## src/rtl/tod_pkg.sv

```systemverilog
package tod_pkg;
  localparam int NREG   = 4;
  localparam int DATA_W = 8;

  localparam int IDX_HUND = 0;
  localparam int IDX_SEC  = 1;
  localparam int IDX_MIN  = 2;
  localparam int IDX_HOUR = 3;

  // strobes from control to datapath
  typedef struct packed {
    logic [NREG-1:0] wr;
    logic [NREG-1:0] adv;
  } todStrobe_t;

  // per-digit BCD step; only bits inside cntMask change
  function automatic logic [DATA_W-1:0] bcdStep(input logic [DATA_W-1:0] v,
                                                input logic [DATA_W-1:0] cntMask);
    logic [3:0] lo;
    logic [3:0] hi;
    lo = v[3:0];
    hi = v[7:4];
    if (lo >= 4'd9) begin
      lo = 4'd0;
      hi = (hi >= 4'd9) ? 4'd0 : hi + 4'd1;
    end else begin
      lo = lo + 4'd1;
    end
    return ({hi, lo} & cntMask) | (v & ~cntMask);
  endfunction
endpackage

```

## src/rtl/tod_control.sv

```systemverilog
module tod_control
  import tod_pkg::*;
#(
  parameter int ADDR_W = 2
) (
  input  logic            clk,
  input  logic            rstN,
  input  logic            tick,
  input  logic            wrEn,
  input  logic [ADDR_W-1:0] addr,
  input  logic            halted,
  input  logic [NREG-1:0] atMax,
  output todStrobe_t      str,
  output logic            dayCarry
);
  logic [NREG-1:0] advChain;
  logic [NREG-1:0] wrDec;

  genvar i;
  generate
    for (i = 0; i < NREG; i++) begin : g_strobe
      assign wrDec[i] = wrEn && (addr == ADDR_W'(i));
      if (i == 0) begin : g_head
        assign advChain[i] = tick && !halted;
      end else begin : g_link
        assign advChain[i] = advChain[i-1] && atMax[i-1];
      end
    end
  endgenerate

  assign str.wr  = wrDec;
  assign str.adv = advChain;

  always_ff @(posedge clk) begin
    if (!rstN) dayCarry <= 1'b0;
    else       dayCarry <= advChain[IDX_HOUR] && atMax[IDX_HOUR];
  end


  halt_freeze_chk: assert property (@(posedge clk) disable iff (!rstN)
    halted |-> (str.adv == '0));


  wr_onehot_chk: assert property (@(posedge clk) disable iff (!rstN)
    $onehot0(str.wr));
endmodule

```

## src/rtl/tod_datapath.sv

```systemverilog
module tod_datapath
  import tod_pkg::*;
#(
  parameter int ADDR_W = 2,
  parameter logic [DATA_W-1:0] HUND_WMASK = 8'hFF,
  parameter logic [DATA_W-1:0] SEC_WMASK  = 8'hFF,
  parameter logic [DATA_W-1:0] MIN_WMASK  = 8'h7F,
  parameter logic [DATA_W-1:0] HOUR_WMASK = 8'h7F
) (
  input  logic              clk,
  input  logic              rstN,
  input  todStrobe_t        str,
  input  logic [DATA_W-1:0] wrData,
  input  logic [ADDR_W-1:0] rdAddr,
  output logic [DATA_W-1:0] rdData,
  output logic [NREG-1:0]   atMax,
  output logic              halted,
  output logic [DATA_W-1:0] hourQ
);
  localparam logic [NREG-1:0][DATA_W-1:0] WMASK =
    {HOUR_WMASK, MIN_WMASK, SEC_WMASK, HUND_WMASK};
  localparam logic [DATA_W-1:0] TOP_HUND = 8'h99;
  localparam logic [DATA_W-1:0] TOP_SIX  = 8'h59;
  localparam logic [DATA_W-1:0] TOP_H24  = 8'h23;
  localparam logic [DATA_W-1:0] TOP_H12  = 8'h71;
  localparam logic [DATA_W-1:0] NOON_AM  = 8'h51;
  localparam int MODE_BIT = 6;

  logic [NREG-1:0][DATA_W-1:0] regQ;
  logic [NREG-1:0][DATA_W-1:0] nextVal;
  logic mode12;

  assign mode12 = regQ[IDX_HOUR][MODE_BIT];
  assign halted = regQ[IDX_SEC][7];
  assign hourQ  = regQ[IDX_HOUR];

  always_comb begin
    atMax[IDX_HUND] = (regQ[IDX_HUND] == TOP_HUND);
    atMax[IDX_SEC]  = (regQ[IDX_SEC]  == TOP_SIX);
    atMax[IDX_MIN]  = (regQ[IDX_MIN]  == TOP_SIX);
    atMax[IDX_HOUR] = mode12 ? (regQ[IDX_HOUR] == TOP_H12)
                             : (regQ[IDX_HOUR] == TOP_H24);
  end

  always_comb begin
    nextVal[IDX_HUND] = atMax[IDX_HUND] ? 8'h00 : bcdStep(regQ[IDX_HUND], 8'hFF);
    nextVal[IDX_SEC]  = atMax[IDX_SEC]  ? 8'h00 : bcdStep(regQ[IDX_SEC], 8'h7F);
    nextVal[IDX_MIN]  = atMax[IDX_MIN]  ? 8'h00 : bcdStep(regQ[IDX_MIN], 8'h7F);
    if (!mode12) begin
      nextVal[IDX_HOUR] = atMax[IDX_HOUR] ? 8'h00 : bcdStep(regQ[IDX_HOUR], 8'h3F);
    end else if (atMax[IDX_HOUR]) begin
      nextVal[IDX_HOUR] = 8'h52;
    end else if (regQ[IDX_HOUR] == NOON_AM) begin
      nextVal[IDX_HOUR] = 8'h72;
    end else if (regQ[IDX_HOUR][4:0] == 5'h12) begin
      nextVal[IDX_HOUR] = {regQ[IDX_HOUR][7:5], 5'h01};
    end else begin
      nextVal[IDX_HOUR] = bcdStep(regQ[IDX_HOUR], 8'h1F);
    end
  end

  always_ff @(posedge clk) begin
    if (!rstN) begin
      regQ <= '0;
    end else begin
      for (int r = 0; r < NREG; r++) begin
        if (str.wr[r])       regQ[r] <= wrData & WMASK[r];
        else if (str.adv[r]) regQ[r] <= nextVal[r];
      end
    end
  end

  logic inRange;
  assign inRange = ((rdAddr >> 2) == '0);

  always_ff @(posedge clk) begin
    if (!rstN)        rdData <= '0;
    else if (inRange) rdData <= regQ[rdAddr[1:0]];
    else              rdData <= '0;
  end


  genvar g;
  generate
    for (g = 0; g < NREG; g++) begin : g_wrchk
      wr_priority_chk: assert property (@(posedge clk) disable iff (!rstN)
        str.wr[g] |=> (regQ[g] == ($past(wrData) & WMASK[g])));
    end
  endgenerate


  hund_wrap_chk: assert property (@(posedge clk) disable iff (!rstN)
    (!str.wr[IDX_HUND] && str.adv[IDX_HUND] && regQ[IDX_HUND] == TOP_HUND)
      |=> (regQ[IDX_HUND] == 8'h00));


  sec_hold_chk: assert property (@(posedge clk) disable iff (!rstN)
    (!str.wr[IDX_SEC] && !str.adv[IDX_SEC]) |=> $stable(regQ[IDX_SEC]));
endmodule

```

## src/rtl/bcd_tod_chain.sv

```systemverilog
module bcd_tod_chain
  import tod_pkg::*;
#(
  parameter int ADDR_W = 2
) (
  input  logic              clk,
  input  logic              rstN,
  input  logic              tick,
  input  logic [ADDR_W-1:0] addr,
  input  logic              wrEn,
  input  logic [DATA_W-1:0] wrData,
  output logic [DATA_W-1:0] rdData,
  output logic              dayCarry
);
  todStrobe_t      str;
  logic [NREG-1:0] atMax;
  logic            halted;
  logic [DATA_W-1:0] hourQ;

  tod_control #(.ADDR_W(ADDR_W)) uCtl (
    .clk(clk), .rstN(rstN), .tick(tick), .wrEn(wrEn), .addr(addr),
    .halted(halted), .atMax(atMax), .str(str), .dayCarry(dayCarry)
  );

  tod_datapath #(.ADDR_W(ADDR_W)) uDp (
    .clk(clk), .rstN(rstN), .str(str), .wrData(wrData), .rdAddr(addr),
    .rdData(rdData), .atMax(atMax), .halted(halted), .hourQ(hourQ)
  );


  day_hour_chk: assert property (@(posedge clk) disable iff (!rstN)
    (dayCarry && !$past(str.wr[IDX_HOUR])) |-> (hourQ == 8'h00 || hourQ == 8'h52));
endmodule

```

## config.mk

```make
export PLATFORM = sky130hd
export DESIGN_NAME = bcd_tod_chain
export DESIGN_NICKNAME = d
export VERILOG_FILES = /design/src/rtl/tod_pkg.sv /design/src/rtl/tod_control.sv /design/src/rtl/tod_datapath.sv /design/src/rtl/bcd_tod_chain.sv
export SDC_FILE = /design/constraint.sdc
export NUM_CORES = 1
export LEC_CHECK = 0
export BUFFER_PORTS_ARGS = -buffer_cell sky130_fd_sc_hd__buf_2
export CAP_MARGIN = 20
export CELL_PAD_IN_SITES_DETAIL_PLACEMENT = 1
export CELL_PAD_IN_SITES_GLOBAL_PLACEMENT = 2
export CORE_UTILIZATION = 41
export CTS_BUF_LIST = sky130_fd_sc_hd__clkbuf_2
export DETAILED_ROUTE_END_ITERATION = 10
export PLACE_DENSITY_LB_ADDON = 0.08
export RECOVER_POWER = 25
export REMOVE_ABC_BUFFERS = 1
export SYNTH_ARGS = -nofsm -noshare
export SYNTH_HDL_FRONTEND = slang
export SYNTH_HIERARCHICAL = 1
export SYNTH_SLANG_ARGS = --single-unit
```

## constraint.sdc

```tcl
create_clock -name clk -period 4.4 [get_ports clk]
set_input_delay 0.22 -clock clk [delete_from_list [all_inputs] [get_ports clk]]
set_output_delay 0.22 -clock clk [all_outputs]
set_load 0.03 [all_outputs]
```

==> reports/metrics.json <==
{
  "synthCells": {"value": 303},
  "final.period_utilization": {"value": 58.0, "unit": "%"},
  "power-per-cell-area": {"value": 243, "unit": "nW/um^2"},
  "iter_0_drt_violations": {"value": 107},
  "clock_tree.root_cell": {"value": "clkbuf_2"},
  "worst_hold_path.endpoint": {"value": "uDp/halted"},
  "relSlewSlack": {"value": 12.8, "unit": "%"},
  "max_clock_freq": {"value": 0.392, "unit": "GHz"},
  "numCtsBuffers": {"value": 5},
  "antenna_violating_nets_post_route": {"value": 0},
  "cts.repair_timing.setup_buffer_count": {"value": 0},
  "gpl.final_weighted_congestion": {"value": 0.811},
  "final_util": {"value": 45.6, "unit": "%"},
  "cp_num_buf_inv": {"value": 1},
  "routed-via-count": {"value": 2416},
  "design.die.area": {"value": 6910, "unit": "um^2"},
  "final-seq-area": {"value": 781, "unit": "um^2"},
  "reg2reg_to": {"value": "uDp/hourQ[5]"},
  "final_global_route_overflow_total": {"value": 0},
  "reg2reg_from": {"value": "uDp/regQ[1]"},
  "finalMaxSlewViolations": {"value": 0},
  "setup-tns-final": {"value": 0, "unit": "ps"},
  "clock_latency": {"value": 420, "unit": "ps"},
  "cp_data_required_time": {"value": 4760, "unit": "ps"},
  "grt_start_max_net_pins": {"value": 31},
  "post-route-drc-count": {"value": 0},
  "met1Wirelength": {"value": 4050, "unit": "um"},
  "via_per_inst": {"value": 6.07},
  "top_layer": {"value": "met4"},
  "reg2reg_depth": {"value": 8},
  "maxCapViolCount": {"value": 0},
  "finalHoldViolCount": {"value": 0},
  "num-fill-cells": {"value": 769},
  "startpoint_type": {"value": "register"},
  "clkSlewWorstSetupHoldPaths": {"value": 220, "unit": "ps"},
  "drtPass1Iterations": {"value": 4},
  "smallest_hold_slack": {"value": 98.3, "unit": "ps"},
  "share_of_cells_above_drive_strength_1": {"value": 13.7, "unit": "%"},
  "area_growth_syn_to_layout": {"value": 7.23, "unit": "%"},
  "numClockSinks": {"value": 39},
  "hold_crit_class": {"value": "in2reg"},
  "cts-resized-gates": {"value": 0},
  "setup.reg_to_reg.worst_slack": {"value": 1850, "unit": "ps"},
  "power_leakage": {"value": 0.00114, "unit": "uW"},
  "wirelength": {"value": 8110, "unit": "um"},
  "clock_tree.buffer_depth": {"value": 2},
  "detail_route.wl_per_cell": {"value": 20.4, "unit": "um"},
  "met2_wirelength": {"value": 3700, "unit": "um"},
  "syn-mean-instance-area": {"value": 8.91, "unit": "um^2"},
  "antenna_found_initial": {"value": 0},
  "first_global_vias": {"value": 2441},
  "cts_hold_buf": {"value": 0},
  "rsz0062_at_grt": {"value": "no"},
  "initial_utilization": {"value": 42.5, "unit": "%"},
  "num_antenna_cells": {"value": 0},
  "grt.total_usage": {"value": 24.1, "unit": "%"},
  "synth_warn": {"value": 6},
  "finalSetupViolations": {"value": 0},
  "transition_time_at_the_pin_with_the_least_slew_margin": {"value": 1310, "unit": "ps"},
  "final.setup_skew": {"value": 15.9, "unit": "ps"},
  "floorplan.rows": {"value": 29},
  "estimated_wirelength_of_the_detail_placed_design": {"value": 5850, "unit": "um"},
  "holdPathStages": {"value": 3},
  "cts_tree": {"value": "yes"},
  "ir_worst_vdd": {"value": 0.000124, "unit": "V"},
  "chipHeight": {"value": 83.2, "unit": "um"},
  "fin_nets": {"value": 358},
  "die_width": {"value": 83.2, "unit": "um"},
  "worst_path_dominant_cell_family": {"value": "simple AND/OR/NAND/NOR gates"},
  "area_of_combinational_cells_with_multiple_inputs": {"value": 1760, "unit": "um^2"},
  "synth.cell_area": {"value": 2700, "unit": "um^2"},
  "critical_path_class": {"value": "reg2reg"},
  "met3_wirelength": {"value": 193, "unit": "um"},
  "worstPathMaxFanout": {"value": 12},
  "minimum_period_implied_by_the_final_worst_setup_slack": {"value": 2550, "unit": "ps"},
  "cts.htree.levels": {"value": 2},
  "setup.worst_path.end_class": {"value": "register"},
  "fp.coreArea": {"value": 6350, "unit": "um^2"},
  "crit_path_cell_trace": {"value": "inv_1, ha_1, nand2_1, nor4_1, and4b_1, and2_2, or4b_1, a31o_2"},
  "run_status": {"value": "finished, final reports clean"},
  "timing.hold.worst.start": {"value": "wrData[7]"},
  "grt_pass1_wl": {"value": 13000, "unit": "um"},
  "port_buffers": {"value": 22},
  "critPathMaxStageDelay": {"value": 470, "unit": "ps"},
  "data_arrival_time_at_the_worst_slack_endpoint": {"value": 2910, "unit": "ps"},
  "crit_slowest_cell": {"value": "and4b_1"},
  "io_pins": {"value": 23}
}
## worst min-delay path, delay by kind of cell
| kind | cells | cell delay [ps] |
|---|---|---|
| buffers and inverters | 1 | 120 |
| multiplexers | 1 | 80 |
| AND/OR/NAND/NOR | 1 | 80 |
## report_power, final
group	internal, uW	switching [uW]	total, uW
logic	56.1	77.5	134
registers	370	26.9	397
clock network	43.3	131	174
total	470	235	705
## metrics by stage
step | setup slack (ps) | power [uW] | area, um^2 | cells
6_report | 1850 | 705 | 2900 | 398
5_1_grt | 1670 | 742 | 2900 | 398
4_1_cts | 1890 | 713 | 2900 | 398
3_5_place_dp | 1920 | 537 | 2860 | 390
3_3_place_gp | 2000 | 534 | 2860 | 390
2_1_floorplan | 2280 | 483 | 2650 | 290
## sequential cells by signal, indices dropped and copies added, names as in the netlist
| signal | flops |
|---|---|
| uDp/rdData | 8 |
| uCtl/dayCarry | 1 |
| uDp/regQ | 22 |
| uDp/hourQ | 7 |
| uDp/halted | 1 |
## worst max-delay path by stage
stage | slack (ps) | cells after the start | from | end
2_1_floorplan | 2280 | 7 | uDp/regQ[8] | uDp/hourQ[5]
3_3_place_gp | 2000 | 7 | uDp/regQ[0] | uDp/hourQ[5]
3_5_place_dp | 1920 | 7 | uDp/regQ[0] | uDp/hourQ[5]
4_1_cts | 1890 | 8 | uDp/regQ[1] | uDp/hourQ[5]
5_1_grt | 1670 | 10 | uDp/regQ[1] | uDp/hourQ[1]
6_report | 1850 | 8 | uDp/regQ[1] | uDp/hourQ[5]
## final cells by class
cell class | count | area share (%)
tap | 77 | 3.33
multi-input combinational | 222 | 60.8
inverter | 29 | 3.76
clock inverter | 1 | 0.173
sequential | 39 | 27.0
clock buffer | 7 | 1.21
timing repair buffer | 23 | 3.80
## cells in the final DEF, fill, tap and decap left out, drive strengths merged, types with 8 or more instances in the layout
cell type	n
clkbuf	13
o21ai	15
nor3b	8
and2	13
buf	17
dfxtp	39
a21oi	20
nand2	16
nor2	12
ha	24
inv	29
## layer usage
metal	vias to the layer above	global-route usage, %
met2	39	39.3
met5	-	0
met1	1206	32.9
met4	0	8.15
li1	1158	-
met3	13	3.18
(Power assumes the default switching activity.)
